[src/rtl/decflt_pkg.sv]
package decflt_pkg;
  typedef enum logic [2:0] {
    S_IDLE,
    S_WBASE,
    S_WNEIGH,
    S_RBASE,
    S_DRAIN,
    S_DONE
  } seq_state_t;
endpackage

[src/rtl/decflt_mask.sv]
module decflt_mask #(
  parameter int AW = 10
) (
  input  logic          clk,
  input  logic          rst,
  input  logic          load,
  input  logic          shift,
  output logic [AW-1:0] mask,
  output logic          at_msb
);
  localparam logic [AW-1:0] FIRST = {{(AW-1){1'b0}}, 1'b1};

  always_ff @(posedge clk) begin
    if (rst)        mask <= FIRST;
    else if (load)  mask <= FIRST;
    else if (shift) mask <= {mask[AW-2:0], 1'b0};
  end

  assign at_msb = mask[AW-1];

  AST_MASK_ONEHOT: assert property (@(posedge clk) disable iff (rst) $onehot(mask));
endmodule

[src/rtl/decflt_seq.sv]
module decflt_seq
  import decflt_pkg::*;
#(
  parameter int AW = 10,
  parameter int DW = 32
) (
  input  logic          clk,
  input  logic          rst,
  input  logic          start,
  input  logic [DW-1:0] seed,
  input  logic          halt,
  output logic          launch,
  output logic          req_we,
  output logic          req_re,
  output logic [AW-1:0] req_addr,
  output logic [DW-1:0] req_wdata,
  output logic [AW-1:0] req_mask,
  output logic [DW-1:0] seed_q,
  output logic          busy,
  output logic          fin
);
  localparam logic [AW-1:0] LAST_BASE = {AW{1'b1}};

  seq_state_t    st;
  logic [AW-1:0] base;
  logic [AW-1:0] mask;
  logic          at_msb;
  logic          drain;
  logic          mask_load;
  logic          mask_shift;

  assign launch     = start && (st == S_IDLE || st == S_DONE);
  assign mask_load  = launch || (st == S_RBASE && at_msb);
  assign mask_shift = (st == S_RBASE) && !at_msb;

  decflt_mask #(.AW(AW)) u_mask (
    .clk   (clk),
    .rst   (rst),
    .load  (mask_load),
    .shift (mask_shift),
    .mask  (mask),
    .at_msb(at_msb)
  );

  always_ff @(posedge clk) begin
    if (rst) begin
      st     <= S_IDLE;
      base   <= '0;
      seed_q <= '0;
      drain  <= 1'b0;
    end else begin
      case (st)
        S_IDLE, S_DONE: begin
          if (start) begin
            st     <= S_WBASE;
            base   <= '0;
            seed_q <= seed;
          end
        end
        S_WBASE:  st <= halt ? S_DONE : S_WNEIGH;
        S_WNEIGH: st <= halt ? S_DONE : S_RBASE;
        S_RBASE: begin
          if (halt) st <= S_DONE;
          else if (!at_msb) st <= S_WNEIGH;
          else if (base == LAST_BASE) begin
            st    <= S_DRAIN;
            drain <= 1'b0;
          end else begin
            base <= base + 1'b1;
            st   <= S_WBASE;
          end
        end
        S_DRAIN: begin
          if (halt || drain) st <= S_DONE;
          else drain <= 1'b1;
        end
        default: st <= S_IDLE;
      endcase
    end
  end

  always_comb begin
    req_we    = (st == S_WBASE) || (st == S_WNEIGH);
    req_re    = (st == S_RBASE);
    req_addr  = (st == S_WNEIGH) ? (base ^ mask) : base;
    req_wdata = (st == S_WNEIGH) ? ~seed_q : seed_q;
    req_mask  = mask;
    busy      = (st != S_IDLE) && (st != S_DONE);
    fin       = (st == S_DONE);
  end

  AST_READ_AFTER_NEIGH: assert property (@(posedge clk) disable iff (rst)
    (st == S_RBASE) |-> ($past(st) == S_WNEIGH));
  AST_DONE_HOLD: assert property (@(posedge clk) disable iff (rst)
    (st == S_DONE && !start) |=> (st == S_DONE));
  AST_BASE_FIXED_IN_GROUP: assert property (@(posedge clk) disable iff (rst)
    (st == S_WNEIGH) |=> $stable(base));
endmodule

[src/rtl/decflt_check.sv]
module decflt_check #(
  parameter int AW = 10,
  parameter int DW = 32
) (
  input  logic          clk,
  input  logic          rst,
  input  logic          clear,
  input  logic          rd_issued,
  input  logic [AW-1:0] rd_addr,
  input  logic [AW-1:0] rd_mask,
  input  logic [DW-1:0] expect_data,
  input  logic [DW-1:0] rdata,
  output logic          err,
  output logic [AW-1:0] fail_base,
  output logic [AW-1:0] fail_mask
);
  logic          pend;
  logic [AW-1:0] pend_addr;
  logic [AW-1:0] pend_mask;

  always_ff @(posedge clk) begin
    if (rst) begin
      pend      <= 1'b0;
      pend_addr <= '0;
      pend_mask <= '0;
    end else begin
      pend      <= rd_issued;
      pend_addr <= rd_addr;
      pend_mask <= rd_mask;
    end
  end

  always_ff @(posedge clk) begin
    if (rst || clear) begin
      err       <= 1'b0;
      fail_base <= '0;
      fail_mask <= '0;
    end else if (pend && !err && (rdata != expect_data)) begin
      err       <= 1'b1;
      fail_base <= pend_addr;
      fail_mask <= pend_mask;
    end
  end

  AST_ERR_STICKY: assert property (@(posedge clk) disable iff (rst)
    (err && !clear) |=> err);
  AST_FAIL_STABLE: assert property (@(posedge clk) disable iff (rst)
    (err && !clear) |=> ($stable(fail_base) && $stable(fail_mask)));
endmodule

[src/rtl/decflt_tally.sv]
module decflt_tally #(
  parameter int CW    = 16,
  parameter int LIMIT = 100
) (
  input  logic          clk,
  input  logic          rst,
  input  logic          clear,
  input  logic          inc,
  output logic [CW-1:0] cnt
);
  always_ff @(posedge clk) begin
    if (rst || clear) cnt <= '0;
    else if (inc)     cnt <= cnt + 1'b1;
  end

  AST_COUNT_BOUND: assert property (@(posedge clk) disable iff (rst)
    (cnt <= CW'(LIMIT)));
endmodule

[src/rtl/decflt_gen.sv]
module decflt_gen #(
  parameter int AW = 10,
  parameter int DW = 32,
  parameter int CW = AW + $clog2(2 * AW + 1) + 1
) (
  input  logic          clk,
  input  logic          rst,
  input  logic          start,
  input  logic [DW-1:0] seed,
  input  logic [DW-1:0] mem_rdata,
  output logic [AW-1:0] mem_addr,
  output logic [DW-1:0] mem_wdata,
  output logic          mem_we,
  output logic          mem_re,
  output logic          busy,
  output logic          done,
  output logic          err,
  output logic [AW-1:0] fail_base,
  output logic [AW-1:0] fail_mask,
  output logic [CW-1:0] acc_count
);
  localparam int TOTAL = (1 + 2 * AW) * (2 ** AW);

  logic          launch;
  logic          req_we, req_re;
  logic [AW-1:0] req_addr, req_mask;
  logic [DW-1:0] req_wdata, seed_q;
  logic [AW-1:0] mask_o;

  decflt_seq #(.AW(AW), .DW(DW)) u_seq (
    .clk      (clk),
    .rst      (rst),
    .start    (start),
    .seed     (seed),
    .halt     (err),
    .launch   (launch),
    .req_we   (req_we),
    .req_re   (req_re),
    .req_addr (req_addr),
    .req_wdata(req_wdata),
    .req_mask (req_mask),
    .seed_q   (seed_q),
    .busy     (busy),
    .fin      (done)
  );

  always_ff @(posedge clk) begin
    if (rst) begin
      mem_we    <= 1'b0;
      mem_re    <= 1'b0;
      mem_addr  <= '0;
      mem_wdata <= '0;
      mask_o    <= '0;
    end else begin
      mem_we    <= req_we;
      mem_re    <= req_re;
      mem_addr  <= req_addr;
      mem_wdata <= req_wdata;
      mask_o    <= req_mask;
    end
  end

  decflt_check #(.AW(AW), .DW(DW)) u_check (
    .clk        (clk),
    .rst        (rst),
    .clear      (launch),
    .rd_issued  (mem_re),
    .rd_addr    (mem_addr),
    .rd_mask    (mask_o),
    .expect_data(seed_q),
    .rdata      (mem_rdata),
    .err        (err),
    .fail_base  (fail_base),
    .fail_mask  (fail_mask)
  );

  decflt_tally #(.CW(CW), .LIMIT(TOTAL)) u_tally (
    .clk  (clk),
    .rst  (rst),
    .clear(launch),
    .inc  (mem_we | mem_re),
    .cnt  (acc_count)
  );

  AST_STROBE_EXCL: assert property (@(posedge clk) disable iff (rst)
    !(mem_we && mem_re));
endmodule

[config.mk]
export PLATFORM = sky130hd
export DESIGN_NAME = decflt_gen
export DESIGN_NICKNAME = d
export VERILOG_FILES = /design/src/rtl/decflt_pkg.sv /design/src/rtl/decflt_mask.sv /design/src/rtl/decflt_seq.sv /design/src/rtl/decflt_check.sv /design/src/rtl/decflt_tally.sv /design/src/rtl/decflt_gen.sv
export SDC_FILE = /design/constraint.sdc
export NUM_CORES = 1
export LEC_CHECK = 0
export BUFFER_PORTS_ARGS = -buffer_cell sky130_fd_sc_hd__buf_4
export CAP_MARGIN = 0
export CORE_MARGIN = 1.5
export CORE_UTILIZATION = 49
export CTS_CLUSTER_DIAMETER = 100
export DETAILED_ROUTE_END_ITERATION = 7
export PLACE_DENSITY = 0.77
export SLEW_MARGIN = 20
export SYNTH_ARGS = -nofsm -noshare
export SYNTH_HDL_FRONTEND = slang
export SYNTH_HIERARCHICAL = 1
export SYNTH_SLANG_ARGS = --single-unit
[constraint.sdc]
create_clock -name clk -period 2.2 [get_ports clk]
set_input_delay 0.44 -clock clk [delete_from_list [all_inputs] [get_ports clk]]
set_output_delay 0.44 -clock clk [all_outputs]
set_load 0.02 [all_outputs]
==> results of run 1 <==
-- per-layer routing --
metal | global-route usage (%) | vias to the layer above | part of all wire, %
met5 | 0 | - | 0
met4 | 8.78 | 0 | 2.2
met3 | 5.37 | 26 | 5.0
met2 | 35.8 | 154 | 48
met1 | 27.6 | 2404 | 45
li1 | - | 2638 | -
-- registers in the layout, summed over array words and instances (netlist names) --
name               count
u_seq/u_mask/mask     10
mem_we                 1
u_check/pend_addr     10
u_check/fail_mask     10
mem_re                 1
u_tally/cnt           16
u_seq/seed_q          32
u_check/pend_mask     10
mem_wdata             32
u_check/err            1
u_seq/drain            1
u_seq/st               3
u_check/pend           1
mask_o                10
u_check/fail_base     10
u_seq/base            10
mem_addr              10
-- where the power goes --
| part | internal [mW] | switching [mW] | total [mW] |
|---|---|---|---|
| Sequential | 3.36 | 0.224 | 3.58 |
| Clock | 1.88 | 1.19 | 3.07 |
| Combinational | 0.962 | 1.18 | 2.14 |
| Total | 6.20 | 2.59 | 8.79 |
-- per-stage QoR --
stage	hold slack (ns)	worst slack, ns	util (%)	area [µm²]	instances
after global placement	0.418	0.198	60.2	8000	1018
after global routing	0.257	0.116	64.8	8620	1050
after detailed placement	0.424	0.194	60.2	8000	1018
final	0.265	0.222	64.8	8620	1050
after floorplan	0.414	0.119	-	6710	716
after CTS	0.246	0.201	64.8	8620	1050
-- layout make-up --
cell class	count	area share, %
clock buffer	22	5.50
clock inverter	10	1.67
inverter	8	0.348
multi-input combinational	500	36.2
sequential	168	39.0
tap	176	2.55
timing repair buffer	166	14.7
-- critical path: cells and delay by family (launching register included) --
kind	cells	cell delay, ns
buffers and inverters	2	0.33
and+or+nand+nor	1	0.06
xor gates and xnor gates	1	0.17
DFF	1	0.56
-- how the worst min path moves through the flow --
stage | cells past startpoint | start | end | slack, ns
floorplan | 1 | mask_o[0] | u_check/pend_mask[0] | 0.41
global placement | 1 | mask_o[1] | u_check/pend_mask[1] | 0.42
detailed placement | 1 | mask_o[3] | u_check/pend_mask[3] | 0.42
CTS | 3 | seed[30] | u_seq/seed_q[30] | 0.25
global route | 3 | seed[29] | u_seq/seed_q[29] | 0.26
finish | 3 | seed[4] | u_seq/seed_q[4] | 0.27
-- cell families (layout without fill, tap and decap cells) --
logic type	count (synthesis)	in the layout
AO/OA/AOI/OAI	74	74
buffers and inverters	48	206
AND/OR/NAND/NOR	305	305
adder cells (fa/ha/maj)	2	2
flip-flops	168	168
multiplexers	32	32
XOR/XNOR	87	87
-- synthesized netlist by cell type, types with 8 or more instances --
| library cell | count | area (µm²) |
|---|---|---|
| a21oi_1 | 42 | 210 |
| buf_2 | 15 | 75.1 |
| clkbuf_1 | 19 | 71.3 |
| dfxtp_1 | 168 | 3360 |
| inv_1 | 8 | 30.0 |
| mux2i_1 | 32 | 320 |
| nand2_1 | 132 | 495 |
| nand4_1 | 14 | 87.6 |
| nor2_1 | 33 | 124 |
| nor2b_1 | 77 | 482 |
| o21ai_0 | 8 | 40.0 |
| xnor2_1 | 45 | 394 |
| xor2_1 | 41 | 359 |
==> flow_summary.ini, run 1 <==
[run_status]
status = complete, no violations

[clock_tree]
clock_sinks = 168
clockBufferDepth = 2
cts-buffers-inserted = 17
ctsHoldBuffers = 0
ctsResizeCount = 0
cts_tree = built
clk_latency_ns = 0.42
cts-htree-levels = 4
post_cts_buffers = 0
root_buffer = clkbuf_16
clkTransAtPathRegs_ns = 0.06

[timing]
finalSetupViolations = 0
rsz0062_at_grt = false
fin_setup_tns_ns = 0
finalCritPeriodShare_pct = 89.9
fmax_ghz = 0.506
slew_headroom_pct = 50.4
period_minus_slack_ns = 1.98
finalMaxSlewViolations = 0
hold_viol = 0
worst_pin_slew_ns = 0.744
clock_skew_ns = 0.00793

[critical_path]
crit_path_start_kind = register
crit_chain = xnor2_2 > buf_4 > nand2b_1 > buf_4
endpoint = busy
rr_worst_depth = 5
critPathRequiredTime_ns = 1.76
timing.rr.end = u_seq/base[1]
cp-end-kind = output port
worstPathArrival_ns = 1.54
slowest_delay_ns = 0.56
crit_fanout = 11
cp_common_cell = buf_4
regToRegSetupSlack_ns = 0.28
path_class = register to output port
critPathSlowestCell = dfxtp_1
startpoint = u_seq/st[2]
rr_startpoint = u_seq/base[0]

[synthesis]
yosys.area_share.simple_pct = 23.1
async_flop_share_pct = 0
synth_seq_cells = 168
seq_area_frac_synth_pct = 50.1
ys_warn_count = 6
ys.flop_type = dfxtp_1
synth_cell_types = 51
synth-edff-count = 0
synthMuxAreaShare_pct = 4.77
synth_xor_area_share_pct = 11.5
synth_area_mm2 = 0.00671
synth_top_family_by_area = simple AND/OR/NAND/NOR gates
synthAdderAreaFrac_pct = 0.373
synth_compound_area_share_pct = 6.68
syn_area_per_cell_um2 = 9.37
syn_nets = 785
netlist_instances = 716

[final_layout]
multi_input_area_mm2 = 0.00312
mostFrequentLayoutCell = dfxtp_1
layout_common_cells = dfxtp_1, buf_4, nand2_1, nor2b_1, xnor2_1
drive_gt1_share_pct = 23.9
fill_cells = 1114
diodes = 0
seqCellArea_mm2 = 0.00336
nets = 930
area_delta_synth_final_pct = 28.5

[die]
die_w_um = 120
dieArea_mm2 = 0.0144
design.core.area_mm2 = 0.0133
start_util_pct = 50.5
ioPinCount = 150
die_y_um = 120
row_count = 42

[route]
viasPerCell = 4.97
vias = 5222
dr.pass1.iters = 5
drtIter0Drc = 397
wl_um = 15200
antenna_left = 0
drt-wirelength-per-cell_um = 14.5
drc_errors = 0

[grt]
grt_pass1_vias = 4878
grt_max_degree = 77
overflow = 0
grt_usage_pct = 21.8
grt_first_pass_wirelength_um = 24400
antenna_found_initial = 0

[placed_design]
place.gp.congestion = 0.894
hpwl_um = 10300
portBuffers = 149

[worst_hold_path]
hp-class = input pin to register

[power]
ir_drop_uv = 506
p_leak_nw = 3.54
powerDensity_mw_per_mm2 = 1020
finalPower_mw = 8.79

[run]
maxCapViolations = 0
(Power assumes the default switching activity.)
==> inputs of run 2 (changes only) <==
ABC_CLOCK_PERIOD_IN_PS = 2200   (was unset)
MAX_ROUTING_LAYER = met4   (was unset)
==> run 2 against run 1 <==
Compared with the run above: fmax decreased by 0.36%; core utilization unchanged; combinational power about the same; clock skew increased by 0.0048 ns; count of clock-buffer cells in the layout unchanged; first-iteration DRC count increased by 9.8%; final cell count unchanged; design area unchanged; setup slack got worse by 0.0071 ns; critical path type unchanged; largest power group unchanged; highest routed layer unchanged.
==> flow_summary.ini, run 2 (synthesized netlist as in run 1, its figures left out) <==
[clock_tree]
clock_sinks = 168
post_cts_buffers = 0
root_buffer = clkbuf_16
ctsHoldBuffers = 0
cts_tree = built
clkTransAtPathRegs_ns = 0.06
cts-htree-levels = 4
clockBufferDepth = 2
clk_latency_ns = 0.43
ctsResizeCount = 0
cts-buffers-inserted = 17

[timing]
fmax_ghz = 0.504
clock_skew_ns = 0.0127
slew_headroom_pct = 50.1
period_minus_slack_ns = 1.98
worst_pin_slew_ns = 0.749
fin_setup_tns_ns = 0
hold_viol = 0
hold_ws_ns = 0.269
finalMaxSlewViolations = 0
finalCritPeriodShare_pct = 90.2
finalSetupViolations = 0
rsz0062_at_grt = false

[grt]
antenna_found_initial = 0
grt_usage_pct = 22.5
grt_pass1_vias = 4864
grt_first_pass_wirelength_um = 24400
grt_max_degree = 77
overflow = 0

[worst_hold_path]
hp-class = input pin to register

[final_layout]
fin_cells = 1050
area_delta_synth_final_pct = 28.5
nets = 930
diodes = 0
layout_common_cells = dfxtp_1, buf_4, nand2_1, nor2b_1, xnor2_1
fin_util_pct = 64.8
reg_top3 = mem_wdata: 32 flops, u_seq/seed_q: 32 flops, u_tally/cnt: 16 flops
mostFrequentLayoutCell = dfxtp_1
fill_cells = 1114
drive_gt1_share_pct = 23.9

[die]
row_count = 42
start_util_pct = 50.5
dieArea_mm2 = 0.0144
die_y_um = 120
design.core.area_mm2 = 0.0133
die_w_um = 120
ioPinCount = 150

[critical_path]
worstPathArrival_ns = 1.54
crit_path_start_kind = register
critPathRequiredTime_ns = 1.76
crit_fanout = 11
cp_common_cell = buf_4
crit_chain = xnor2_2 > buf_4 > nand2b_1 > buf_4
path_class = register to output port
cp-end-kind = output port
critPathSlowestCell = dfxtp_1
slowest_delay_ns = 0.56

[power]
powerDensity_mw_per_mm2 = 1020
ir_drop_uv = 506
finalPower_mw = 8.81
p_leak_nw = 3.54

[route]
dr.pass1.iters = 5
drc_errors = 0
wl_um = 15300
vias = 5199
drt-wirelength-per-cell_um = 14.6
drtIter0Drc = 436
antenna_left = 0
viasPerCell = 4.95

[run_status]
status = complete, no violations

[run]
maxCapViolations = 0

[placed_design]
portBuffers = 149
placedCellCount = 1018
hpwl_um = 10300
place.gp.congestion = 0.909
## run 2: report_power, final
part,internal [mW],switching [mW]
sequential,3.36,0.224
clock,1.88,1.20
combinational,0.962,1.18
total,6.20,2.60
## run 2: critical path: cells and delay by family, from the launching register on
kind | cells | cell delay, ns
XOR/XNOR | 1 | 0.17
flip-flops | 1 | 0.56
buffers and inverters | 2 | 0.32
AND/OR/NAND/NOR | 1 | 0.06
## run 2: layer usage
metal	share of wire [%]	vias up	track usage, %
met2	48	143	35.8
met4	1.8	0	8.78
met3	4.4	20	5.28
li1	-	2642	-
met5	0	-	-
met1	46	2394	27.7
## run 2: area by class of cell
cell class	count	area (µm²)	area share (%)
clock inverter	10	144	1.67
sequential	168	3360	39.0
tap	176	220	2.55
timing repair buffer	166	1270	14.7
multi-input combinational	500	3120	36.2
inverter	8	30.0	0.348
clock buffer	22	474	5.50
## run 2: through the flow
| step | worst slack, ns | instance area [µm²] |
|---|---|---|
| CTS | 0.201 | 8620 |
| finish | 0.215 | 8620 |
| detailed placement | 0.194 | 8000 |
| global route | 0.117 | 8620 |
| floorplan | 0.119 | 6710 |
| global placement | 0.198 | 8000 |
## run 2: final timing paths
check / cells past startpoint / slack [ns] / start / endpoint
setup reg to reg: 5 / 0.30 / u_seq/base[0] / u_seq/base[3]
hold reg to reg: 1 / 0.44 / mask_o[3] / u_check/pend_mask[3]
setup / recovery: 4 / 0.22 / u_seq/st[2] / busy
hold / removal: 3 / 0.27 / seed[4] / u_seq/seed_q[4]
==> inputs of run 3 (changes only) <==
ABC_AREA = 1   (was unset)
PLACE_DENSITY = 0.76   (was 0.77)
==> run 3 against run 2 <==
Compared with the run above: final cell count rose by 26%; largest power group unchanged; via count rose by 18%; power fell by 12%; design area rose by 5.2%; highest routed layer unchanged; sequential share of layout area fell by 1.9 points; routed wire length rose by 2.6%.
==> flow_summary.ini, run 3 <==
[grt]
grt_pass1_vias = 5604
grt_usage_pct = 21.4
antenna_found_initial = 0
grt_first_pass_wirelength_um = 26300
overflow = 0
grt_max_degree = 36

[placed_design]
placedCellCount = 1294
place.gp.congestion = 0.879
pre_cts_slack_ns = 0.282
post_dp_cell_area_mm2 = 0.00848
hpwl_um = 11600
portBuffers = 149

[synthesis]
synth_cell_types = 31
syn_nets = 1054
ys.flop_type = dfxtp_1
synth_top_area_share_pct = 46.5
netlist_instances = 985
synth-edff-count = 0
yosysTopAreaCell = dfxtp_1
synth_seq_cells = 168
synth_area_leaders = dfxtp_1, nor2_1, nand2_1, inv_1, xnor2_1
syn_area_per_cell_um2 = 7.35
synth_area_mm2 = 0.00724
yosysMostFrequentCell = nor2_1
seq_area_frac_synth_pct = 46.5
async_flop_share_pct = 0
ys_warn_count = 6
synthTopCellsByCount = nor2_1, dfxtp_1, nand2_1

[clock_tree]
ctsResizeCount = 0
root_buffer = clkbuf_16
post_cts_buffers = 0
clkTransAtPathRegs_ns = 0.06
ctsHoldBuffers = 0
cts-buffers-inserted = 17
clock_sinks = 168
clk_latency_ns = 0.42
cts_tree = built
clockBufferDepth = 2
cts-htree-levels = 4

[route]
viasPerCell = 4.62
antenna_left = 0
vias = 6112
drc_errors = 0
wl_um = 15700
dr.pass1.iters = 5
drtIter0Drc = 294
drt-wirelength-per-cell_um = 11.9

[die]
die_w_um = 125
row_count = 44
dieArea_mm2 = 0.0155
design.core.area_mm2 = 0.0145
ioPinCount = 150
die_y_um = 125
start_util_pct = 50.0

[critical_path]
crit_path_start_kind = register
crit_fanout = 7
cp_top_family = simple AND/OR/NAND/NOR gates
path_class = register to output port
worstPathArrival_ns = 1.43
cp_num_buf_inv = 2
critPathRequiredTime_ns = 1.76
critPathSlowestCell = dfxtp_1
cp-end-kind = output port
slowest_delay_ns = 0.37
crit_chain = nor2_1 > nand2_1 > nand2_2 > inv_2 > buf_4

[final_layout]
fill_cells = 1297
finalInstanceArea_mm2 = 0.00907
diodes = 0
reg_top3 = mem_wdata: 32 flops, u_seq/seed_q: 32 flops, u_tally/cnt: 16 flops
layout_common_cells = nor2_1, dfxtp_1, nand2_1, buf_4, inv_1
area_delta_synth_final_pct = 25.3
nets = 1198
mostFrequentLayoutCell = nor2_1
drive_gt1_share_pct = 19.6
fin_cells = 1324

[power]
p_leak_nw = 3.95
ir_drop_uv = 605
powerDensity_mw_per_mm2 = 853

[timing]
period_minus_slack_ns = 1.87
finalCritPeriodShare_pct = 85.0
worst_pin_slew_ns = 0.571
finalSetupViolations = 0
worst_slack_ns = 0.330
slew_headroom_pct = 61.9
fmax_ghz = 0.535
hold_viol = 0
fin_setup_tns_ns = 0
rsz0062_at_grt = false
finalMaxSlewViolations = 0
clock_skew_ns = 0.00708
hold_ws_ns = 0.274

[worst_hold_path]
hp-class = input pin to register

[run]
maxCapViolations = 0

[run_status]
status = complete, no violations
## run 3: per-layer routing
layer  GRT usage [%]  vias to the layer above  wire length, µm
met2            35.6                      146             7660
met1            25.5                     2692             6920
met5               -                        -                0
met3            4.77                       30              713
met4            8.05                        0              403
li1                -                     3244                -
## run 3: logic make-up after synthesis
logic type               count (synthesis)  synth area share, %
AND/OR/NAND/NOR                        472                 27.5
AO/OA/AOI/OAI                           90                 6.35
flip-flops                             168                 46.5
adder cells (fa/ha/maj)                  2                0.346
buffers and inverters                  187                 11.4
XOR/XNOR                                66                 7.99
## run 3: final timing paths
check                       start              endpoint  slack, ns  depth (start not counted)
setup / recovery      u_seq/st[0]                  busy       0.33                          5
hold / removal            seed[4]       u_seq/seed_q[4]       0.27                          3
setup reg to reg  u_seq/seed_q[7]  u_check/fail_mask[5]       0.43                          9
hold reg to reg         mask_o[8]  u_check/pend_mask[8]       0.40                          2
## run 3: through the flow
step	total power [mW]	utilization, %
4_1_cts	7.81	62.6
3_5_place_dp	4.85	58.6
2_1_floorplan	4.39	-
6_report	7.74	62.6
5_1_grt	8.11	62.6
3_3_place_gp	4.82	58.6
## run 3: report_power, final
| part | leakage (nW) | switching [mW] | internal [mW] |
|---|---|---|---|
| Combinational | 2.30 | 0.762 | 0.598 |
| Clock | 0.285 | 1.13 | 1.82 |
| Sequential | 1.37 | 0.158 | 3.26 |
## run 3: worst min-delay path: cells and delay by family
kind | cells | cell delay, ns
AOI/OAI and AO/OA | 1 | 0.07
buffers and inverters | 1 | 0.07
and+or+nand+nor | 1 | 0.08
## run 3: layout make-up
type,instances,area [µm²],share of cell area (%)
inverter,150,568,6.26
clock buffer,21,460,5.08
timing repair buffer,162,1270,14.0
clock inverter,9,125,1.38
tap,184,230,2.54
sequential,168,3360,37.1
multi-input combinational,630,3060,33.7
